<file path="config.mk">
export PLATFORM = sky130hd
export DESIGN_NAME = qdec_frontend
export DESIGN_NICKNAME = d
export VERILOG_FILES = /design/src/rtl/qdec_pkg.sv /design/src/rtl/qdec_phase_filter.sv /design/src/rtl/qdec_step_decode.sv /design/src/rtl/qdec_pos_counter.sv /design/src/rtl/qdec_frontend.sv
export SDC_FILE = /design/constraint.sdc
export NUM_CORES = 1
export LEC_CHECK = 0
export CAP_MARGIN = 30
export CORE_ASPECT_RATIO = 2
export CORE_MARGIN = 3
export CORE_UTILIZATION = 49
export CTS_CLUSTER_DIAMETER = 30
export DETAILED_ROUTE_END_ITERATION = 6
export GPL_TIMING_DRIVEN = 0
export PLACE_DENSITY = 0.77
export SKIP_CTS_REPAIR_TIMING = 1
export SYNTH_ARGS = -nofsm -noshare
export SYNTH_HDL_FRONTEND = slang
export SYNTH_SLANG_ARGS = --single-unit
</file>
<file path="constraint.sdc">
create_clock -name clk -period 2.3 [get_ports clk]
set_input_delay 0.23 -clock clk [delete_from_list [all_inputs] [get_ports clk]]
set_output_delay 0.23 -clock clk [all_outputs]
set_load 0.01 [all_outputs]
</file>
<file path="src/rtl/qdec_pkg.sv">
package qdec_pkg;

    typedef enum logic {
        DEC_QUAD    = 1'b0,
        DEC_STEPDIR = 1'b1
    } dec_mode_e;

    typedef struct packed {
        logic step;
        logic up;
    } step_t;

    // Direction of a single-phase change in the phase-encoded scheme,
    // judged on the new phase levels.
    function automatic logic quad_dir_up(input logic a_changed,
                                         input logic a_now,
                                         input logic b_now);
        return a_changed ? (a_now ^ b_now) : ~(a_now ^ b_now);
    endfunction

endpackage

</file>
<file path="src/rtl/qdec_phase_filter.sv">
module qdec_phase_filter #(
    parameter int FILT_W      = 4,
    parameter int FILT_SCALE  = 4,
    parameter int SYNC_STAGES = 2
) (
    input  logic              clk,
    input  logic              rst,
    input  logic              raw_in,
    input  logic [FILT_W-1:0] filt_len,
    input  logic              invert,
    output logic              phase_out
);
    localparam int RUN_W = FILT_W + $clog2(FILT_SCALE) + 1;

    logic [SYNC_STAGES-1:0] sync_q;
    logic                   sample;
    logic                   flt_q;
    logic [RUN_W-1:0]       run_q;
    logic [RUN_W-1:0]       thr;

    assign sample = sync_q[SYNC_STAGES-1];
    assign thr    = (RUN_W'(filt_len) * RUN_W'(FILT_SCALE) == '0)
                    ? RUN_W'(1) : RUN_W'(filt_len) * RUN_W'(FILT_SCALE);

    always_ff @(posedge clk) begin
        if (rst) begin
            sync_q <= '0;
        end else begin
            sync_q <= {sync_q[SYNC_STAGES-2:0], raw_in};
        end
    end

    always_ff @(posedge clk) begin
        if (rst) begin
            flt_q <= 1'b0;
            run_q <= '0;
        end else if (sample == flt_q) begin
            run_q <= '0;
        end else if (run_q + RUN_W'(1) >= thr) begin
            flt_q <= sample;
            run_q <= '0;
        end else begin
            run_q <= run_q + RUN_W'(1);
        end
    end

    assign phase_out = flt_q ^ invert;

    AST_FILT_CAUSE: assert property (@(posedge clk) disable iff (rst)
        !$stable(flt_q) |-> $past(sample != flt_q));

    AST_RUN_BOUND: assert property (@(posedge clk) disable iff (rst)
        (run_q != '0) |-> (sample != flt_q) || ($past(sample) != flt_q));

endmodule

</file>
<file path="src/rtl/qdec_step_decode.sv">
module qdec_step_decode
    import qdec_pkg::*;
(
    input  logic      clk,
    input  logic      rst,
    input  dec_mode_e mode,
    input  logic      rst_a,
    input  logic      rst_b,
    input  logic      a_now,
    input  logic      b_now,
    output step_t     step
);
    logic a_prev, b_prev;
    logic a_chg, b_chg;

    always_ff @(posedge clk) begin
        if (rst) begin
            a_prev <= rst_a;
            b_prev <= rst_b;
        end else begin
            a_prev <= a_now;
            b_prev <= b_now;
        end
    end

    assign a_chg = a_now ^ a_prev;
    assign b_chg = b_now ^ b_prev;

    always_comb begin
        step = '0;
        if (mode == DEC_QUAD) begin
            step.step = a_chg ^ b_chg;
            step.up   = quad_dir_up(a_chg, a_now, b_now);
        end else begin
            step.step = a_now & ~a_prev;
            step.up   = b_now;
        end
    end

endmodule

</file>
<file path="src/rtl/qdec_pos_counter.sv">
module qdec_pos_counter
    import qdec_pkg::*;
#(
    parameter int CNT_W = 16
) (
    input  logic             clk,
    input  logic             rst,
    input  logic             enable,
    input  step_t            step,
    input  logic [CNT_W-1:0] modulo,
    output logic [CNT_W-1:0] count,
    output logic             dir_up,
    output logic             wrap_pulse,
    output logic             wrap_up
);
    logic [CNT_W-1:0] cnt_q;
    logic             dir_q, wrap_q, wup_q;

    always_ff @(posedge clk) begin
        if (rst) begin
            cnt_q  <= '0;
            dir_q  <= 1'b0;
            wrap_q <= 1'b0;
            wup_q  <= 1'b0;
        end else begin
            wrap_q <= 1'b0;
            if (enable && step.step) begin
                dir_q <= step.up;
                if (step.up) begin
                    if (cnt_q >= modulo) begin
                        cnt_q  <= '0;
                        wrap_q <= 1'b1;
                        wup_q  <= 1'b1;
                    end else begin
                        cnt_q <= cnt_q + CNT_W'(1);
                    end
                end else begin
                    if (cnt_q == '0) begin
                        cnt_q  <= modulo;
                        wrap_q <= 1'b1;
                        wup_q  <= 1'b0;
                    end else begin
                        cnt_q <= cnt_q - CNT_W'(1);
                    end
                end
            end
        end
    end

    assign count      = cnt_q;
    assign dir_up     = dir_q;
    assign wrap_pulse = wrap_q;
    assign wrap_up    = wup_q;

    AST_STEP_DELTA: assert property (@(posedge clk) disable iff (rst)
        (!$stable(cnt_q) && !wrap_q) |->
        ((cnt_q == $past(cnt_q) + CNT_W'(1)) || (cnt_q == $past(cnt_q) - CNT_W'(1))));

    AST_WRAP_UP: assert property (@(posedge clk) disable iff (rst)
        (wrap_q && wup_q) |-> (cnt_q == '0));

    AST_WRAP_DN: assert property (@(posedge clk) disable iff (rst)
        (wrap_q && !wup_q) |-> (cnt_q == modulo));

    AST_HOLD_DIS: assert property (@(posedge clk) disable iff (rst)
        !enable |=> $stable(cnt_q));

    AST_WRAP_SINGLE: assert property (@(posedge clk) disable iff (rst)
        wrap_q |=> !wrap_q || $past(enable && step.step));

endmodule

</file>
<file path="src/rtl/qdec_frontend.sv">
module qdec_frontend
    import qdec_pkg::*;
#(
    parameter int CNT_W       = 16,
    parameter int FILT_W      = 4,
    parameter int FILT_SCALE  = 4,
    parameter int SYNC_STAGES = 2
) (
    input  logic              clk,
    input  logic              rst,
    input  logic              phase_a_in,
    input  logic              phase_b_in,
    input  logic              cfg_enable,
    input  logic              cfg_mode,
    input  logic [FILT_W-1:0] cfg_filt_a,
    input  logic [FILT_W-1:0] cfg_filt_b,
    input  logic              cfg_inv_a,
    input  logic              cfg_inv_b,
    input  logic [CNT_W-1:0]  cfg_modulo,
    output logic [CNT_W-1:0]  pos_count,
    output logic              dir_up,
    output logic              wrap_pulse,
    output logic              wrap_up
);
    localparam int NPH = 2;

    logic              raw_arr [NPH];
    logic [FILT_W-1:0] len_arr [NPH];
    logic              inv_arr [NPH];
    logic              ph_arr  [NPH];
    step_t             step;
    dec_mode_e         mode;

    assign raw_arr[0] = phase_a_in;
    assign raw_arr[1] = phase_b_in;
    assign len_arr[0] = cfg_filt_a;
    assign len_arr[1] = cfg_filt_b;
    assign inv_arr[0] = cfg_inv_a;
    assign inv_arr[1] = cfg_inv_b;
    assign mode       = dec_mode_e'(cfg_mode);

    for (genvar g = 0; g < NPH; g++) begin : g_phase
        qdec_phase_filter #(
            .FILT_W      (FILT_W),
            .FILT_SCALE  (FILT_SCALE),
            .SYNC_STAGES (SYNC_STAGES)
        ) u_filt (
            .clk       (clk),
            .rst       (rst),
            .raw_in    (raw_arr[g]),
            .filt_len  (len_arr[g]),
            .invert    (inv_arr[g]),
            .phase_out (ph_arr[g])
        );
    end

    qdec_step_decode u_dec (
        .clk   (clk),
        .rst   (rst),
        .mode  (mode),
        .rst_a (cfg_inv_a),
        .rst_b (cfg_inv_b),
        .a_now (ph_arr[0]),
        .b_now (ph_arr[1]),
        .step  (step)
    );

    qdec_pos_counter #(.CNT_W(CNT_W)) u_cnt (
        .clk        (clk),
        .rst        (rst),
        .enable     (cfg_enable),
        .step       (step),
        .modulo     (cfg_modulo),
        .count      (pos_count),
        .dir_up     (dir_up),
        .wrap_pulse (wrap_pulse),
        .wrap_up    (wrap_up)
    );

    AST_RESET_CLEAR: assert property (@(posedge clk)
        $past(rst) |-> (pos_count == '0) && !wrap_pulse && !dir_up);

endmodule

</file>
==> metrics.md, run 1 <==
| Metric | Value |
|---|---|
| Async SR Flop Fraction | `0%` |
| Final Skew | `0.00544 ns` |
| Worst-path clk slew | `0.06 ns` |
| WS Path Type | `reg -> reg` |
| Cell count after synthesis | `402` |
| Largest net degree at the start of global routing | `14` |
| Initial DRC count | `180` |
| Slew headroom | `53.8%` |
| WL/cell | `18.0 um` |
| Std-Cell Rows | `41` |
| Slew @ Worst Pin | `0.693 ns` |
| Crit end category | `register` |
| Failing checks | `setup timing` |
| Port Buffers | `50` |
| Max clock buf depth | `2` |
| Number of global-route vias before repair | `3358` |
| Post-synth EDFFs | `0` |
| FILL cells | `532` |
| Yosys cell types | `64` |
| Critical Path Source Type | `register` |
| Inserted Clock Buffers | `5` |
| CTS tree | `done` |
| Avg Cell Area, Syn | `8.01 um^2` |
| Initial DRT Pass Iterations | `5` |
| Util after Layout | `68.0%` |
| Worst VDD drop | `0.477 mV` |
| Mapped cell area | `3220 um^2` |
| Die width | `63.3 um` |
| Placed instance area | `3830 um^2` |
| Fmax | `0.402 GHz` |
| Most frequent cells in the layout | `clkdlybuf4s50_1, dfxtp_1, inv_1, nor2_1` |
| Setup tns final | `-2.18 ns` |
| Placeable core area | `6360 um^2` |
| RePlAce Congestion | `0.978` |
| Antenna violations before repair | `0` |
| Die H | `121 um` |
| Final setup fails | `17` |
| Leakage | `0.00186 uW` |
| Worst hold slack | `0.264 ns` |
| Final antenna-violating net count | `0` |
| Ys flop type | `dfxtp_1` |
| Post-DP HPWL | `7360 um` |
| H-tree lvl count | `2` |
| # diodes | `0` |
| Slew Limit Fails | `0` |
| I/O pin cnt | `51` |
| Status | `complete, but fails checks` |
| Final period util | `108%` |
| PwrDens | `859 nW/um^2` |
| Register bit total from synthesis | `41` |
| DRC | `0` |
| Sequential-to-total area share from yosys stat | `25.5%` |
| Tot GR Track Use | `25.9%` |
| Req. time, crit path | `2.53 ns` |
| Die area | `7640 um^2` |
| Layout area overhead | `34.2%` |
| Pre-CTS WS | `-0.716 ns` |
| Vias per cell | `6.03` |
| Global route overflow | `0` |
| Area of the multi-input gates | `2340 um^2` |
| Total wire length | `10000 um` |
| Sequential Area | `827 um^2` |
| Worst endpoint data arrival time | `2.72 ns` |
| Crit path time final | `2.48 ns` |
| Via count | `3354` |
| Worst Hold Class | `in -> reg` |
| Layout Nets | `533` |
| Clk_lat worst skew | `0.29 ns` |
| First-pass GRT wire length | `15500 um` |
| TritonCTS Sinks | `41` |
| RSZ-0062 raised after global routing | `true` |
| CTS Root Cell | `clkbuf_16` |
| Most common cell after layout, fill and taps aside | `clkdlybuf4s50_1` |
| Final setup margin | `-0.185 ns` |
| Initial Util | `50.6%` |
| Hold Violations, Final | `0` |
| Worst-path fanout max | `5` |
| Final Cell Area | `4320 um^2` |
| Syn. warnings | `0` |
| Layout cell share with drive strength beyond 1 | `16.6%` |
| Number of max-cap violations | `0` |
-- layer usage --
metal / part of all wire (%) / track usage, % / up-vias
li1: - / - / 1572
met1: 34 / 25.3 / 1558
met2: 53 / 46.2 / 167
met3: 5.8 / 4.09 / 57
met4: 7.9 / 22.2 / 0
met5: 0 / 0 / -
-- flip-flops by register name, indices dropped and copies added, names as in the netlist, 2 cells and up --
name and count:
g_phase.u_filt.flt_q 2, g_phase.u_filt.run_q 14, g_phase.u_filt.sync_q 4, u_cnt.count 16
-- cell usage after synthesis (all sizes together), types with 3 or more instances --
cell	number	area share, %
dfxtp	41	25
inv	36	4.2
nor2	34	4.0
ha	32	12
nand2	31	3.6
a21oi	24	3.8
nand3	22	3.6
o21ai	17	2.6
xnor2	17	4.6
nor2b	15	2.9
clkbuf	13	1.5
xor2	11	3.0
nor3	9	1.4
a211oi	8	1.9
buf	8	1.6
nand4	7	1.4
nor4	7	2.4
and3	5	1.3
o32ai	5	2.1
a31o	4	1.1
a31oi	4	0.78
o211ai	4	0.93
or3	4	0.78
a211o	3	0.82
-- logic make-up after synthesis --
group                      after synthesis  share of synthesized area, %
AOI/OAI and AO/OA                       93                          20.9
xor gates and xnor gates                29                          8.39
buffers and inverters                   57                          7.34
and+or+nand+nor                        146                          24.3
other                                    1                         0.116
adders and majority gates               32                          12.4
DFF                                     41                          25.5
muxes                                    3                         0.971
-- area by class of cell --
class | count | share of cell area [%]
Sequential cell | 41 | 19.1
Timing Repair Buffer | 59 | 14.1
Inverter | 36 | 3.13
Clock inverter | 2 | 0.868
Clock buffer | 6 | 3.21
Tap cell | 86 | 2.49
Buffer | 21 | 2.84
Multi-Input combinational cell | 305 | 54.2
-- critical path, stage by stage (launching register included) --
cell and delay (ns):
dfxtp_2 0.34, xor2_1 0.16, ha_1 0.32, xor3_2 0.28, and3_4 0.22, nor4_4 0.39
nand3_4 0.19, buf_8 0.19, nor4_2 0.21, a211o_1 0.13
-- stage by stage --
stage,total power (uW),std cells
floorplan,2050,403
global placement,2540,539
detailed placement,2580,539
CTS,3410,547
global route,3900,556
finish,3710,556
-- path summary, 6_finish.rpt --
| path | startpoint | endpoint | slack, ns | cells past startpoint |
|---|---|---|---|---|
| worst max register to register | g_phase[0].u_filt.flt_q$_SDFFE_PP0P_ | u_cnt.count[14]$_SDFFE_PP0P_ | -0.18 | 9 |
| worst min register to register | g_phase[1].u_filt.run_q[0]$_SDFF_PP0_ | g_phase[1].u_filt.run_q[0]$_SDFF_PP0_ | 0.44 | 1 |
| worst min-delay path | cfg_inv_a | u_dec.a_prev$_DFF_P_ | 0.26 | 2 |
| worst max-delay path | g_phase[0].u_filt.flt_q$_SDFFE_PP0P_ | u_cnt.count[14]$_SDFFE_PP0P_ | -0.18 | 9 |
-- where the power goes --
part	leakage [uW]	switching (uW)	internal, uW
Clock	0.0000831	299	542
Combinational	0.00144	1120	883
Sequential	0.000337	92.3	777
No activity file was read; power rests on OpenSTA's default activity.
==> inputs of run 2 (changes only) <==
--- a/config.mk
+++ b/config.mk
@@ -7,12 +7,12 @@
 export LEC_CHECK = 0
 export CAP_MARGIN = 30
 export CORE_ASPECT_RATIO = 2
-export CORE_MARGIN = 3
-export CORE_UTILIZATION = 49
+export CORE_UTILIZATION = 58
 export CTS_CLUSTER_DIAMETER = 30
 export DETAILED_ROUTE_END_ITERATION = 6
+export DONT_BUFFER_PORTS = 1
 export GPL_TIMING_DRIVEN = 0
-export PLACE_DENSITY = 0.77
+export PLACE_DENSITY = 0.76
 export SKIP_CTS_REPAIR_TIMING = 1
 export SYNTH_ARGS = -nofsm -noshare
 export SYNTH_HDL_FRONTEND = slang
==> run 2 against run 1 <==
Count of clock-buffer cells in the layout is 1 lower. First-iteration DRC count fell by 33%. Combinational power about the same. Flip-flop and latch count did not move. Clock skew increased by 0.0091 ns. Hold slack worse by 0.25 ns. Non-clock buffer count shrank 37. Die area down 23%. Utilization grew 5.3 points. Sequential power increased by 4.0%. The flow still finishes with violations (setup timing). Total power shrank 8.7%. Clock power shrank 41%.
==> metrics.md, run 2 (same netlist as run 1, synthesis figures left out) <==
| Metric | Value |
|---|---|
| Status | `complete, but fails checks` |
| Failing checks | `setup timing` |
| Initial DRT Pass Iterations | `5` |
| Die width | `54.7 um` |
| Tot GR Track Use | `32.9%` |
| Most common cell after layout, fill and taps aside | `inv_1` |
| Initial Util | `60.0%` |
| Design Power | `3390 uW` |
| Most frequent cells in the layout | `inv_1, nor2_1, ha_1, dfxtp_1, nand2_1` |
| PwrDens | `862 nW/um^2` |
| I/O pin cnt | `51` |
| RePlAce Congestion | `0.954` |
| Hold wc startpoint | `cfg_inv_b` |
| CP max stage cell | `o32a_1` |
| Std-Cell Rows | `38` |
| Slew @ Worst Pin | `0.770 ns` |
| Worst reg2reg path endpoint | `u_cnt.count[6]$_SDFFE_PP0P_` |
| # diodes | `0` |
| Initial DRC count | `121` |
| R2R cell count | `8` |
| Crit path time final | `2.49 ns` |
| Placeable core area | `5370 um^2` |
| Die area | `5870 um^2` |
| Port Buffers | `0` |
| Critical Path Source Type | `register` |
| M1 WL | `3140 um` |
| Hold path depth | `1` |
| Reg power frac | `26.7%` |
| R2r setup slk | `-0.19 ns` |
| Largest register FFs | `16` |
| Leakage | `0.00166 uW` |
| Layout cell share with drive strength beyond 1 | `24.7%` |
| Crit path max-delay family | `simple AND/OR/NAND/NOR gates` |
| Highest metal used | `met4` |
| TritonCTS Sinks | `41` |
| Number of global-route vias before repair | `3050` |
| Vias per cell | `6.55` |
| Worst hold slack | `0.0169 ns` |
| Clock share of power | `14.7%` |
| WS Path Type | `reg -> reg` |
| First-pass GRT wire length | `13900 um` |
| Largest net degree at the start of global routing | `14` |
| Via count | `3227` |
| Worst-path fanout max | `4` |
| Crit end category | `register` |
| Global route overflow | `0` |
| Slew Limit Fails | `0` |
| Clk_lat worst skew | `0.31 ns` |
| Worst-path clk slew | `0.09 ns` |
| Delay of the slowest critical-path stage | `0.38 ns` |
| Comb pwr share | `58.6%` |
| Dpl cells | `463` |
| Psw | `1530 uW` |
| Final setup margin | `-0.188 ns` |
| Post-DP HPWL | `7060 um` |
| Non-Filler Instances | `493` |
| Met3 WL post-DR | `702 um` |
| WL/cell | `20.3 um` |
| Max clock buf depth | `2` |
| Int Pwr | `1860 uW` |
| Final setup fails | `18` |
| DRC | `0` |
| Util after Layout | `73.2%` |
| Total wire length | `9990 um` |
| Die H | `107 um` |
| Fmax | `0.402 GHz` |
| Final period util | `108%` |
| CTS tree | `done` |
| Layout area overhead | `22.1%` |
| Worst path cell trace | `xor2_1, ha_1, xor3_2, and3_4, nor4_4, nand3_2, o32a_1, o32ai_2` |
| Hold Violations, Final | `0` |
| CTS Root Cell | `clkbuf_8` |
| Worst Hold Class | `in -> reg` |
| Setup tns final | `-2.12 ns` |
| Layout Nets | `496` |
| Worst VDD drop | `0.678 mV` |
| Antenna violations before repair | `0` |
| Routed wire length on met2 | `5430 um` |
| Net Sw Frac | `45.0%` |
| Hold EP | `u_dec.b_prev$_DFF_P_` |
| Inserted Clock Buffers | `5` |
| FILL cells | `415` |
| Final antenna-violating net count | `0` |
| Number of max-cap violations | `0` |
| Worst endpoint data arrival time | `2.71 ns` |
| Req. time, crit path | `2.52 ns` |
| RSZ-0062 raised after global routing | `true` |
| Reg2reg start | `g_phase[0].u_filt.flt_q$_SDFFE_PP0P_` |
| Final Skew | `0.0146 ns` |
| Buf/Inv on CP | `0` |
| Slew headroom | `48.7%` |
| H-tree lvl count | `2` |
## run 2: cell count changes in the layout (fill, tap and decap cells not counted), sizes merged
cell           previous run  this run
clkinv                    0         2
dlymetal6s2s             10         0
clkdlybuf4s50            40         0
buf                      16        28
bufinv                    1         0
## run 2: layout make-up
cell class	count	area, um^2	area share, %
buffer	21	148	3.75
clock inverter	3	17.5	0.445
tap	60	75.1	1.91
inverter	36	135	3.44
sequential	41	842	21.4
clock buffer	5	68.8	1.75
timing repair buffer	22	205	5.22
multi-input combinational	305	2440	62.1
## run 2: how the worst max path moves through the flow
stage                     slack (ns)  depth (start not counted)                               endpoint                            startpoint
after floorplan                 0.06                          8  g_phase[1].u_filt.run_q[2]$_SDFF_PP0_                         cfg_filt_b[1]
after global placement         -0.36                          9            u_cnt.count[5]$_SDFFE_PP0P_  g_phase[0].u_filt.flt_q$_SDFFE_PP0P_
after detailed placement       -0.37                          9            u_cnt.count[5]$_SDFFE_PP0P_  g_phase[0].u_filt.flt_q$_SDFFE_PP0P_
after CTS                      -0.41                          9            u_cnt.count[5]$_SDFFE_PP0P_  g_phase[0].u_filt.flt_q$_SDFFE_PP0P_
after global routing           -0.28                          8            u_cnt.count[6]$_SDFFE_PP0P_  g_phase[0].u_filt.flt_q$_SDFFE_PP0P_
final                          -0.19                          8            u_cnt.count[6]$_SDFFE_PP0P_  g_phase[0].u_filt.flt_q$_SDFFE_PP0P_
## run 2: stage by stage
step	area (um^2)	setup slack [ns]
6_report	3930	-0.188
5_1_grt	3930	-0.279
4_1_cts	3390	-0.413
3_5_place_dp	3300	-0.369
3_3_place_gp	3300	-0.364
2_1_floorplan	3230	0.0593
## run 2: power groups by stage
stage	logic [uW]	clock network, uW	registers, uW
after floorplan	1170	0	876
after global placement	1480	0	904
after detailed placement	1480	0	905
after CTS	1490	496	888
after global routing	2130	519	915
final	1990	497	905
## run 2: worst reg2reg max path: stages, from the launching register on
cell     delay (ns)
dfxtp_4        0.37
xor2_1         0.17
ha_1           0.32
xor3_2         0.28
and3_4         0.22
nor4_4         0.34
nand3_2        0.17
o32a_1         0.38
o32ai_2        0.14
## run 2: layer usage
metal | vias to the layer above | global-route usage [%]
met5 | - | 0
met4 | 0 | 23.3
met3 | 60 | 7.91
met2 | 149 | 58.9
met1 | 1519 | 29.2
li1 | 1499 | -
==> inputs of run 3 (changes only) <==
--- a/config.mk
+++ b/config.mk
@@ -7,13 +7,13 @@
 export LEC_CHECK = 0
 export CAP_MARGIN = 30
 export CORE_ASPECT_RATIO = 2
-export CORE_UTILIZATION = 58
+export CORE_UTILIZATION = 35
 export CTS_CLUSTER_DIAMETER = 30
 export DETAILED_ROUTE_END_ITERATION = 6
 export DONT_BUFFER_PORTS = 1
 export GPL_TIMING_DRIVEN = 0
-export PLACE_DENSITY = 0.76
 export SKIP_CTS_REPAIR_TIMING = 1
+export SLEW_MARGIN = 20
 export SYNTH_ARGS = -nofsm -noshare
 export SYNTH_HDL_FRONTEND = slang
 export SYNTH_SLANG_ARGS = --single-unit
==> run 3 against run 2 <==
The flow still finishes with violations (setup timing). Clock skew decreased by 0.0036 ns. Fmax down 0.65%. Global-route usage down 13 points. Clock power increased by 85%. Sequential power hardly changed. Routed wire length rose by 0.55%. Total power rose by 9.6%. Critical path depth up 2. Final cell count grew 7.1%. Worst setup slack got worse by 0.016 ns. Via count shrank 2.1%. Largest cell class unchanged.
==> metrics.md, run 3 (same netlist as run 1, synthesis figures left out) <==
| Metric | Value |
|---|---|
| Most frequent cells in the layout | `inv_1, dfxtp_1, nor2_1, nand2_1, ha_1` |
| Tot GR Track Use | `20.2%` |
| Global route overflow | `0` |
| Die H | `138 um` |
| Delay of the slowest critical-path stage | `0.36 ns` |
| Worst-path clk slew | `0.07 ns` |
| Worst path cell trace | `xor2_1, ha_1, xor3_2, and3_4, nor4_4, buf_4, and3_4, buf_8, nand2_1, a221oi_2` |
| Final setup margin | `-0.205 ns` |
| Number of max-cap violations | `0` |
| Inserted Clock Buffers | `5` |
| Antenna violations before repair | `0` |
| CTS tree | `done` |
| Layout cell share with drive strength beyond 1 | `21.8%` |
| Crit end category | `register` |
| Vias per cell | `5.98` |
| FILL cells | `895` |
| H-tree lvl count | `2` |
| Non-Filler Instances | `528` |
| Worst VDD drop | `0.365 mV` |
| RSZ-0062 raised after global routing | `true` |
| Sequential Area | `835 um^2` |
| Slew @ Worst Pin | `0.722 ns` |
| Dpl cells | `505` |
| Largest register FFs | `16` |
| Critical Path Source Type | `register` |
| Worst reg2reg path endpoint | `u_cnt.count[1]$_SDFFE_PP0P_` |
| Via count | `3158` |
| Slew headroom | `51.9%` |
| Status | `complete, but fails checks` |
| Layout area overhead | `23.1%` |
| Max clock buf depth | `2` |
| DRC | `0` |
| WS Path Type | `reg -> reg` |
| Post-DP HPWL | `7630 um` |
| Layout Nets | `489` |
| Worst Hold Class | `in -> reg` |
| R2r setup slk | `-0.20 ns` |
| Final setup fails | `17` |
| Final period util | `109%` |
| WL/cell | `19.0 um` |
| Hold path depth | `1` |
| Final antenna-violating net count | `0` |
| RePlAce Congestion | `0.992` |
| Design Power | `3710 uW` |
| Pre-CTS WS | `-0.389 ns` |
| First-pass GRT wire length | `14800 um` |
| Port Buffers | `0` |
| Std-Cell Rows | `49` |
| Hold Violations, Final | `0` |
| Slew Limit Fails | `0` |
| I/O pin cnt | `51` |
| Worst-path fanout max | `10` |
| Cell mode on critical path | `and3_4` |
| Reg2reg start | `g_phase[0].u_filt.flt_q$_SDFFE_PP0P_` |
| R2R cell count | `10` |
| Die area | `9620 um^2` |
| Failing checks | `setup timing` |
| # diodes | `0` |
| Largest net degree at the start of global routing | `14` |
| Setup tns final | `-2.18 ns` |
| Number of global-route vias before repair | `2985` |
| Initial DRT Pass Iterations | `5` |
| Die width | `69.8 um` |
| Worst endpoint data arrival time | `2.71 ns` |
| Final Skew | `0.0109 ns` |
| Initial DRC count | `125` |
| Placeable core area | `8950 um^2` |
| Area of the multi-input gates | `2440 um^2` |
| Hold wc startpoint | `cfg_inv_b` |
| Crit path time final | `2.50 ns` |
| Most common cell after layout, fill and taps aside | `inv_1` |
| PwrDens | `936 nW/um^2` |
| TritonCTS Sinks | `41` |
| Leakage | `0.00164 uW` |
| Fmax | `0.399 GHz` |
| CP max stage cell | `dfxtp_4` |
| Total wire length | `10000 um` |
| Req. time, crit path | `2.50 ns` |
| Hold EP | `u_dec.b_prev$_DFF_P_` |
| Worst hold slack | `0.0362 ns` |
| Initial Util | `36.0%` |
| CTS Root Cell | `clkbuf_16` |
| Clk_lat worst skew | `0.29 ns` |
[run 3: cell count changes in the layout (fill, tap and decap cells not counted), sizes merged]
cell | previous run | this run
buf | 28 | 23
bufinv | 0 | 2
clkbuf | 20 | 18
clkinv | 2 | 1
clkinvlp | 1 | 0
[run 3: metal layers]
metal	global-route usage (%)	vias up	wire, um
met5	0	-	0
met3	3.66	55	677
met2	37.2	152	5330
li1	-	1478	-
met4	18.6	0	886
met1	18.3	1473	3150
[run 3: worst max-delay path, delay by kind of cell (launching register included)]
family,cells,cell delay (ns)
AOI/OAI and AO/OA,1,0.21
xor gates and xnor gates,2,0.43
adders and majority gates,1,0.31
buffers and inverters,2,0.33
DFF,1,0.36
and+or+nand+nor,4,0.76
[run 3: power by group]
part | switching, uW | total, uW | internal, uW
registers | 128 | 905 | 776
logic | 1100 | 1890 | 787
clock network | 300 | 920 | 620
total | 1530 | 3710 | 2180
[run 3: how the worst max path moves through the flow]
| stage | end | startpoint |
|---|---|---|
| floorplan | g_phase[1].u_filt.run_q[2]$_SDFF_PP0_ | cfg_filt_b[1] |
| global placement | u_cnt.count[5]$_SDFFE_PP0P_ | g_phase[0].u_filt.flt_q$_SDFFE_PP0P_ |
| detailed placement | u_cnt.count[5]$_SDFFE_PP0P_ | g_phase[0].u_filt.flt_q$_SDFFE_PP0P_ |
| CTS | u_cnt.count[5]$_SDFFE_PP0P_ | g_phase[0].u_filt.flt_q$_SDFFE_PP0P_ |
| global route | u_cnt.count[1]$_SDFFE_PP0P_ | g_phase[0].u_filt.flt_q$_SDFFE_PP0P_ |
| finish | u_cnt.count[1]$_SDFFE_PP0P_ | g_phase[0].u_filt.flt_q$_SDFFE_PP0P_ |
[run 3: stage by stage]
stage	area [um^2]	utilization, %
floorplan	3230	-
global placement	3350	37.5
detailed placement	3350	37.5
CTS	3540	39.6
global route	3970	44.3
finish	3970	44.3
[run 3: final cells by class]
| class | instances | share of cell area (%) |
|---|---|---|
| multi-input combinational | 305 | 61.4 |
| timing repair buffer | 15 | 3.03 |
| sequential | 41 | 21.0 |
| clock buffer | 5 | 3.15 |
| buffer | 21 | 3.12 |
| inverter | 36 | 3.41 |
| tap | 102 | 3.22 |
| clock inverter | 3 | 1.64 |
